File: config.mk
export PLATFORM = sky130hd
export DESIGN_NAME = sat_mac
export DESIGN_NICKNAME = d
export VERILOG_FILES = /design/src/rtl/sat_mac_pkg.sv /design/src/rtl/csa3.sv /design/src/rtl/frac_mul_cs.sv /design/src/rtl/sat_add_sel.sv /design/src/rtl/sat_mac.sv
export SDC_FILE = /design/constraint.sdc
export NUM_CORES = 1
export LEC_CHECK = 0
export CORE_MARGIN = 5
export CORE_UTILIZATION = 55
export DETAILED_ROUTE_END_ITERATION = 8
export DONT_BUFFER_PORTS = 1
export PLACE_DENSITY_LB_ADDON = 0.25
export SYNTH_ARGS = -nofsm -noshare
export SYNTH_HDL_FRONTEND = slang
export SYNTH_SLANG_ARGS = --single-unit
File: constraint.sdc
create_clock -name clk -period 3.31 [get_ports clk]
set_input_delay 0.662 -clock clk [delete_from_list [all_inputs] [get_ports clk]]
set_output_delay 0.662 -clock clk [all_outputs]
set_load 0.01 [all_outputs]
File: src/rtl/sat_mac_pkg.sv
package sat_mac_pkg;

  localparam int unsigned DEF_W = 16;

  typedef enum logic {
    SRC_REG = 1'b0,
    SRC_EXT = 1'b1
  } addend_src_e;

endpackage

File: src/rtl/csa3.sv
module csa3 #(
  parameter int unsigned N = 16
) (
  input  logic [N-1:0] in_x,
  input  logic [N-1:0] in_y,
  input  logic [N-1:0] in_z,
  output logic [N-1:0] out_s,
  output logic [N-1:0] out_c
);

  logic [N-1:0] maj;

  generate
    for (genvar b = 0; b < N; b++) begin : g_bit
      assign out_s[b] = in_x[b] ^ in_y[b] ^ in_z[b];
      assign maj[b]   = (in_x[b] & in_y[b]) | (in_x[b] & in_z[b]) | (in_y[b] & in_z[b]);
    end
  endgenerate

  // carries move one column up; the top carry leaves the modular window
  assign out_c = {maj[N-2:0], 1'b0};

endmodule

File: src/rtl/frac_mul_cs.sv
module frac_mul_cs #(
  parameter int unsigned W = 16
) (
  input  logic [W-1:0] mul_a,
  input  logic [W-1:0] mul_b,
  output logic [W-1:0] vec_s,
  output logic [W-1:0] vec_c,
  output logic         vec_cin,
  output logic         prod_neg,
  output logic         sat_hit
);

  localparam int unsigned PW   = 2 * W;
  localparam int unsigned ROWS = W + 1;
  localparam int unsigned FB   = W - 1;
  localparam logic [W-1:0] Q_MAX = {1'b0, {(W-1){1'b1}}};
  localparam logic [W-1:0] Q_MIN = {1'b1, {(W-1){1'b0}}};

  // carry out of the discarded low columns
  function automatic logic low_carry(input logic [FB-1:0] s, input logic [FB-1:0] c);
    logic [FB:0] t;
    t = {1'b0, s} + {1'b0, c};
    return t[FB];
  endfunction

  // sign of the clamped, floor-truncated fractional product
  function automatic logic frac_sign(input logic [W-1:0] a, input logic [W-1:0] b);
    return (a != '0) && (b != '0) && (a[W-1] ^ b[W-1]);
  endfunction

  logic [PW-1:0] a_ext;
  logic [PW-1:0] pp  [ROWS];
  logic [PW-1:0] rs  [ROWS-1];
  logic [PW-1:0] rc  [ROWS-1];

  assign a_ext = {{W{mul_a[W-1]}}, mul_a};

  generate
    for (genvar r = 0; r < W - 1; r++) begin : g_row
      assign pp[r] = mul_b[r] ? (a_ext << r) : '0;
    end
  endgenerate

  // sign-weight row: subtract a * 2^(W-1) as inverted row plus a unit row
  assign pp[W-1] = mul_b[W-1] ? ~(a_ext << (W - 1)) : '0;
  assign pp[W]   = {{(PW-1){1'b0}}, mul_b[W-1]};

  assign rs[0] = pp[0];
  assign rc[0] = pp[1];

  generate
    for (genvar k = 2; k < ROWS; k++) begin : g_red
      csa3 #(.N(PW)) u_csa (
        .in_x (rs[k-2]),
        .in_y (rc[k-2]),
        .in_z (pp[k]),
        .out_s(rs[k-1]),
        .out_c(rc[k-1])
      );
    end
  endgenerate

  logic [PW-1:0] fin_s;
  logic [PW-1:0] fin_c;
  logic          lc;

  assign fin_s = rs[ROWS-2];
  assign fin_c = rc[ROWS-2];
  assign lc    = low_carry(fin_s[FB-1:0], fin_c[FB-1:0]);

  assign sat_hit  = (mul_a == Q_MIN) && (mul_b == Q_MIN);
  assign vec_s    = sat_hit ? Q_MAX : fin_s[PW-2:FB];
  assign vec_c    = sat_hit ? '0    : fin_c[PW-2:FB];
  assign vec_cin  = sat_hit ? 1'b0  : lc;
  assign prod_neg = frac_sign(mul_a, mul_b);

  // a clamped product is presented as the positive rail alone
  always_comb begin
    if (sat_hit) begin
      assert_prod_clamp_R3: assert ((vec_s == Q_MAX) && (vec_c == '0) && !vec_cin && !prod_neg)
        else $error("product clamp vectors wrong");
    end
  end

endmodule

File: src/rtl/sat_add_sel.sv
module sat_add_sel #(
  parameter int unsigned W = 16
) (
  input  logic [W-1:0] addend,
  input  logic [W-1:0] vec_s,
  input  logic [W-1:0] vec_c,
  input  logic         vec_cin,
  input  logic         prod_neg,
  output logic [W-1:0] total,
  output logic         ovf_hit
);

  localparam logic [W-1:0] Q_MAX = {1'b0, {(W-1){1'b1}}};
  localparam logic [W-1:0] Q_MIN = {1'b1, {(W-1){1'b0}}};

  function automatic logic [W-1:0] rail(input logic neg);
    return neg ? Q_MIN : Q_MAX;
  endfunction

  function automatic logic sign_ovf(input logic sa, input logic sp, input logic sr);
    return (sa == sp) && (sr != sa);
  endfunction

  logic [W-1:0] cs_s;
  logic [W-1:0] cs_c;
  logic [W-1:0] raw;

  csa3 #(.N(W)) u_merge (
    .in_x (addend),
    .in_y (vec_s),
    .in_z (vec_c),
    .out_s(cs_s),
    .out_c(cs_c)
  );

  // the one carry-propagate adder of the datapath
  assign raw     = cs_s + cs_c + {{(W-1){1'b0}}, vec_cin};
  assign ovf_hit = sign_ovf(addend[W-1], prod_neg, raw[W-1]);
  assign total   = ovf_hit ? rail(addend[W-1]) : raw;

  // a clamp always lands on the rail named by the addend sign
  always_comb begin
    if (ovf_hit) begin
      assert_rail_sign_R5: assert (total[W-1] == addend[W-1] && (total == Q_MAX || total == Q_MIN))
        else $error("clamp rail mismatch");
    end
  end

endmodule

File: src/rtl/sat_mac.sv
module sat_mac #(
  parameter int unsigned W = sat_mac_pkg::DEF_W
) (
  input  logic         clk,
  input  logic         rst_n,
  input  logic [W-1:0] op_a,
  input  logic [W-1:0] op_b,
  input  logic [W-1:0] acc_in,
  input  logic         acc_src,
  input  logic         acc_en,
  input  logic         acc_clr,
  output logic [W-1:0] mac_out
);

  import sat_mac_pkg::*;

  localparam logic [W-1:0] Q_MAX = {1'b0, {(W-1){1'b1}}};
  localparam logic [W-1:0] Q_MIN = {1'b1, {(W-1){1'b0}}};

  logic [W-1:0] acc_q;
  logic [W-1:0] addend;
  logic [W-1:0] vs;
  logic [W-1:0] vc;
  logic         vcin;
  logic         p_neg;
  logic         mul_sat_ev;
  logic         add_ovf_ev;
  logic [W-1:0] next_val;

  assign addend = (addend_src_e'(acc_src) == SRC_EXT) ? acc_in : acc_q;

  frac_mul_cs #(.W(W)) u_mul (
    .mul_a   (op_a),
    .mul_b   (op_b),
    .vec_s   (vs),
    .vec_c   (vc),
    .vec_cin (vcin),
    .prod_neg(p_neg),
    .sat_hit (mul_sat_ev)
  );

  sat_add_sel #(.W(W)) u_add (
    .addend  (addend),
    .vec_s   (vs),
    .vec_c   (vc),
    .vec_cin (vcin),
    .prod_neg(p_neg),
    .total   (next_val),
    .ovf_hit (add_ovf_ev)
  );

  always_ff @(posedge clk or negedge rst_n) begin
    if (!rst_n) begin
      acc_q <= '0;
    end else if (acc_clr) begin
      acc_q <= '0;
    end else if (acc_en) begin
      acc_q <= next_val;
    end
  end

  assign mac_out = acc_q;

  assert_clear_R8: assert property (@(posedge clk) disable iff (!rst_n)
    acc_clr |=> (mac_out == '0));

  assert_hold_R7: assert property (@(posedge clk) disable iff (!rst_n)
    (!acc_clr && !acc_en) |=> $stable(mac_out));

  assert_pos_rail_R4: assert property (@(posedge clk) disable iff (!rst_n)
    (acc_en && !acc_clr && add_ovf_ev && !addend[W-1]) |=> (mac_out == Q_MAX));

  assert_neg_rail_R5: assert property (@(posedge clk) disable iff (!rst_n)
    (acc_en && !acc_clr && add_ovf_ev && addend[W-1]) |=> (mac_out == Q_MIN));

  assert_min_square_R3: assert property (@(posedge clk) disable iff (!rst_n)
    (acc_en && !acc_clr && op_a == Q_MIN && op_b == Q_MIN && addend == '0) |=> (mac_out == Q_MAX));

  assert_no_double_ovf_R9: assert property (@(posedge clk) disable iff (!rst_n)
    (mul_sat_ev && add_ovf_ev) |-> !addend[W-1]);

endmodule

# Yosys cells after proc, flatten, opt, wreduce, memory -nomap -nowiden
# Cells that the tools add are included.
# classes
addsub	3
eq_ne	4
mux	24
n_bitwise	3073
n_reduce_logical	7
# ops
cell	n
$and A1 B1 Y1	1309
$xor A1 B1 Y1	919
$or A1 B1 Y1	844
$mux W31	16
$mux W16	7
$eq A16 B16 Y1 const B	2
$reduce_bool A16 Y1	2
$not A31 Y31	1
$add A15 B15 Y16	1
$add A16 B1 Y16	1
$add A16 B16 Y16	1
$logic_and A1 B1 Y1	4
$reduce_bool A2 Y1	1
$eq A1 B1 Y1	1
$mux W1	1
$ne A1 B1 Y1	1
# word_totals
reg_bits	16
out_inout_bits	16
word_cells	3112

# Logic depth before layout (Yosys ltp)
# depth
depth_word	55
ltp_mapped	35
ltp_nobuf	33

# By module
# Synthesis repeated with hierarchy kept, for this count alone.
# unflattened
cells_unflattened	1095
area_unflattened_um2	14396.3
# modules_own_cells
mod	n_inst	cells_each	area_per_inst_um2
csa3 at u_mul.g_red[10].u_csa ...	15	34	655.6
frac_mul_cs	1	374	2372.3
sat_add_sel	1	123	949.7
sat_mac	1	70	904.6
csa3 at u_add.u_merge	1	18	335.3

# Worst setup path before layout
# Ideal clock, no wire load.
# synth_timing
path_type	input -> register
start	in op_b[2]
end	reg acc_q[14], in the netlist mac_out[14]
setup_ns	0.087
arrival_ns	11.825
slack_ns	-8.602
path_stages	32
path_buffers	3
cell_sequence	clkbuf_1 > clkbuf_1 > nand2_1 > fa_1 > inv_1 > fa_1 > fa_1 > fa_1 > fa_1 > fa_1 > fa_1 > fa_1 > fa_1 > fa_1 > fa_1 > inv_1 > fa_1 > fa_1 > inv_1 > fa_1 > ha_1 > or2_2 > fa_1 > ha_1 > a21o_1 > a21o_1 > a221o_1 > a31o_2 > xnor2_1 > o31ai_4 > buf_6 > a22oi_1
# synth_via
elab_chain_cells	55
word_cells_on_any_way	2884
classes_between	add/sub: 3; eq/ne: 3; mux: 7; bitwise: 2866; reduce/logical: 5
# synth_rtl
element	line	text
start: declaration	sat_mac.sv:7	input logic [W-1:0] op_b,
$mux W31	frac_mul_cs.sv:40	assign pp[r] = mul_b[r] ? (a_ext << r) : '0;
$and A1 B1 Y1	csa3.sv:16	assign maj[b] = (in_x[b] & in_y[b]) | (in_x[b] & in_z[b]) | (in_y[b] & in_z[b]);
$or A1 B1 Y1 (2 in a row)	csa3.sv:16	
$and A1 B1 Y1	csa3.sv:16	
$or A1 B1 Y1 (2 in a row)	csa3.sv:16	
$and A1 B1 Y1	csa3.sv:16	
$or A1 B1 Y1 (2 in a row)	csa3.sv:16	
$and A1 B1 Y1	csa3.sv:16	
(+35 left out)	n/a	
$or A1 B1 Y1 (2 in a row)	csa3.sv:16	
$add A16 B16 Y16	sat_add_sel.sv:37	assign raw = cs_s + cs_c + {{(W-1){1'b0}}, vec_cin};
$add A16 B1 Y16	sat_add_sel.sv:37	
$ne A1 B1 Y1	sat_add_sel.sv:21	return (sa == sp) && (sr != sa);
$logic_and A1 B1 Y1	sat_add_sel.sv:21	
$mux W16 *	sat_add_sel.sv:39	assign total = ovf_hit ? rail(addend[W-1]) : raw;
$mux W16 *	sat_mac.sv:57	end else if (acc_en) begin
$mux W16 *	sat_mac.sv:55	end else if (acc_clr) begin
end signal: assignment	sat_mac.sv:58	acc_q <= next_val;
end: declaration	sat_mac.sv:20	logic [W-1:0] acc_q;
# Mark *: on every way between the ends. The rest lies on a longest branch, timed or not. The select of a mux whose other input is x is not followed.
# A chain may end at the register's enable or synchronous reset.

# Worst setup path in the final report
# layout_timing
start	in op_a[15]
end	reg acc_q[14], in the netlist mac_out[14]
# layout_via
elab_chain_cells	55
word_cells_on_any_way	1656
classes_between	add/sub: 2; eq/ne: 3; mux: 22; bitwise: 1624; reduce/logical: 5
# layout_rtl
element	line	text
start: declaration	sat_mac.sv:6	input logic [W-1:0] op_a,
$mux W31	frac_mul_cs.sv:40	
$and A1 B1 Y1	csa3.sv:16	
$or A1 B1 Y1 (2 in a row)	csa3.sv:16	
$and A1 B1 Y1	csa3.sv:16	
$or A1 B1 Y1 (2 in a row)	csa3.sv:16	
$and A1 B1 Y1	csa3.sv:16	
$or A1 B1 Y1 (2 in a row)	csa3.sv:16	
$and A1 B1 Y1	csa3.sv:16	
(+35 left out)	n/a	
$or A1 B1 Y1 (2 in a row)	csa3.sv:16	
$add A16 B16 Y16	sat_add_sel.sv:37	
$add A16 B1 Y16	sat_add_sel.sv:37	
$ne A1 B1 Y1	sat_add_sel.sv:21	
$logic_and A1 B1 Y1	sat_add_sel.sv:21	
$mux W16 *	sat_add_sel.sv:39	
$mux W16 *	sat_mac.sv:57	
$mux W16 *	sat_mac.sv:55	
# Marks and branches as above.

==> reports/summary.txt <==
Worst EP arrival: 10.72 ns
Slowest cell delay on critical path: 0.60 ns
Final setup fails: 16
Syn_area_per_cell: 9.83 um2
Busiest layer in global routing: met2
Share of flip-flops with an asynchronous set or reset: 100%
Vias/cell: 5.52
Die height: 140 um
Met3 Track Usage GR: 1.81%
Worst EP required: 3.43 ns
Max-slew headroom: 25.6%
Number of global-route vias before repair: 7,203
Post-synthesis sequential area ratio: 4.31%
Worst R2R End: mac_out[14]
Startpoint Class: input port
Final Util: 60.8%
Warnings, synthesis: 0
Critical path's most frequent cell: fa_1
TritonCTS clock tree: yes
Layout cells sized above 1: 14.7%
Clk slew on worst S/H paths: 0.05 ns
Antenna Violating Nets Remaining: 0
EDFF count, synth: 0
TritonCTS Sinks: 16
Critical path peak fanout: 18
Area Growth Syn to Fin: 8.37%
Initial core utilization: 56.1%
DRC: 0
CTS Buffer Depth: 2
Pin count of the biggest net entering global routing: 34
Post-route cell area: 10,100 um2
Hold Path Class: in -> async
Worst-margin pin slew: 1.11 ns
Gr usage total: 19.7%
First-pass GRT wire length: 32.9 mm
Met2 Usage GRT: 37.5%
Slew Viols, Final: 0
Met1 usage: 26.0%
Die W: 140 um
Worst skew pair latency: 0.25 ns
# IOs: 69
Worst Slack Setup Final: -7.28 ns
Status: finished, violations left
Initial antenna violation count: 0
Final cell count without fillers: 1,150
Critical R2R Launch: mac_out[12]
First DRT Iteration DRCs: 198
CP Buf/Inv Count: 4
R2r setup slk: 0.07 ns
Clk_skew: 0.00433 ns
Final Cycle Share: 320%
Top delay family on crit path: adder cells
Core area: 16,600 um2
CTS buffer count: 3
Site Rows: 47
Post-Place Cell Area: 9910 um2
Root buf cell: clkbuf_16
#FFs+latches synth: 16
Drt total wl: 17.8 mm
Final Hold Fails: 0
CP Launch Point: op_a[15]
Drt wl/cell: 15.5 um
Syn_nets: 1,323
RSZ-0062 raised after global routing: yes
Synthesized area: 9300 um2
Fmax: 94.4 MHz
Dpl ws: -7.74 ns
Die area: 19,600 um2
Post-synthesis cell count: 946
Nets: 1,308
Crit Path Class: in -> reg
H-tree depth: 1
Vias: 6,349
R2R depth: 11
Top_reg_cell synth: dfrtp_1
HPWL Detailed: 15.5 mm
Worst Setup End Kind: flop
Diode count: 0
Synth unique cells: 46
Slowest CP cell: fa_2
Max reg flops: 16
PortBufs: 0
Final GP Congestion: 0.870
Fin crit period: 10.59 ns
Post-Place Cells: 1,142
Failing checks: setup timing
Max-Cap Viols: 0
Total grt overflow: 0
Router iterations before antenna repair: 4
## cell type report
| type | count | area (um2) |
|---|---|---|
| timing repair buffer | 48 | 385 |
| sequential | 16 | 400 |
| clock buffer | 4 | 88.8 |
| fill | 1425 | 6510 |
| tap | 220 | 275 |
| inverter | 71 | 267 |
| multi-input combinational | 791 | 8660 |
## synth_stat cells, types with 3 or more instances
cell type	number	area, um2
mux2_2	12	135
nand2b_1	5	31.3
fa_1	240	4800
mux2i_1	5	50.1
or2_2	13	81.3
nor3_1	3	15.0
a21oi_1	28	140
inv_1	71	267
o21ai_0	12	60.1
and2_1	46	288
a21o_1	10	75.1
xnor2_1	10	87.6
o21a_1	3	22.5
nor2_1	16	60.1
nor4_1	6	37.5
o21ai_1	11	55.1
dfrtp_1	16	400
nor2b_1	29	181
buf_2	5	25.0
nand2_1	219	822
nand4_1	5	31.3
a22o_1	3	26.3
clkbuf_1	60	225
ha_1	84	1050
a22oi_1	3	22.5
## worst max-delay path by stage
stage             endpoint  cells after the start  slack (ns)
3_3_place_gp   mac_out[14]                     32       -7.58
3_5_place_dp   mac_out[14]                     32       -7.74
6_report       mac_out[14]                     30       -7.28
5_1_grt        mac_out[14]                     32       -7.66
4_1_cts        mac_out[14]                     32       -7.36
2_1_floorplan  mac_out[14]                     32       -7.49
## logic make-up (layout without fill, tap and decap cells)
kind of cell / count (synthesis) / count (layout) / synth area share (%)
and+or+nand+nor: 349 / 349 / 17.1
adders and majority gates: 324 / 324 / 63.0
buffers and inverters: 139 / 123 / 5.80
AOI/OAI and AO/OA: 86 / 86 / 6.10
muxes: 17 / 17 / 1.99
DFF: 16 / 16 / 4.31
xor gates and xnor gates: 15 / 15 / 1.72
## cell usage in the layout, fill, tap and decap left out, types with 9 or more instances in the layout
cell       n
nand2_1  217
o21ai_1   12
xnor2_1    9
a21o_1    10
ha_4      11
fa_1     216
mux2_2    12
fa_2      24
dfrtp_1   16
buf_4     46
ha_1      72
and2_1    46
a21oi_1   24
nor2_1    14
nor2b_1   29
inv_1     70
## through the flow
step	hold WS [ns]	TNS, ns
4_1_cts	0.105	-116.66
5_1_grt	0.0990	-121.35
2_1_floorplan	0.366	-119.20
6_report	0.106	-115.83
3_5_place_dp	0.367	-121.84
3_3_place_gp	0.367	-120.29
## worst register-to-register path: cells and delay by family, from the launching register on
family          cells  cell delay, ns
fa+ha+maj           2            0.84
flops               1            0.37
mux                 1            0.29
buf+inv             1            0.17
xor+xnor            1            0.15
compound gates      6            1.29
## what timing repair did
action                     4_1_cts  5_1_grt
gates cloned                     0        0
resized for setup                7       13
setup buffers                    3        1
setup endpoints to repair       16       16
pin swaps                       13       57
hold buffers                     0        0
## routing by layer
| layer | share of wire [%] | wire [um] | up-vias |
|---|---|---|---|
| li1 | - | - | 2924 |
| met5 | 0 | 0 | - |
| met2 | 54 | 9600 | 76 |
| met4 | 0.19 | 34 | 0 |
| met3 | 3.2 | 567 | 4 |
| met1 | 43 | 7630 | 3345 |
Power is not shown: default switching activity piles up to over one toggle a cycle in this logic, so the estimate is an artifact.
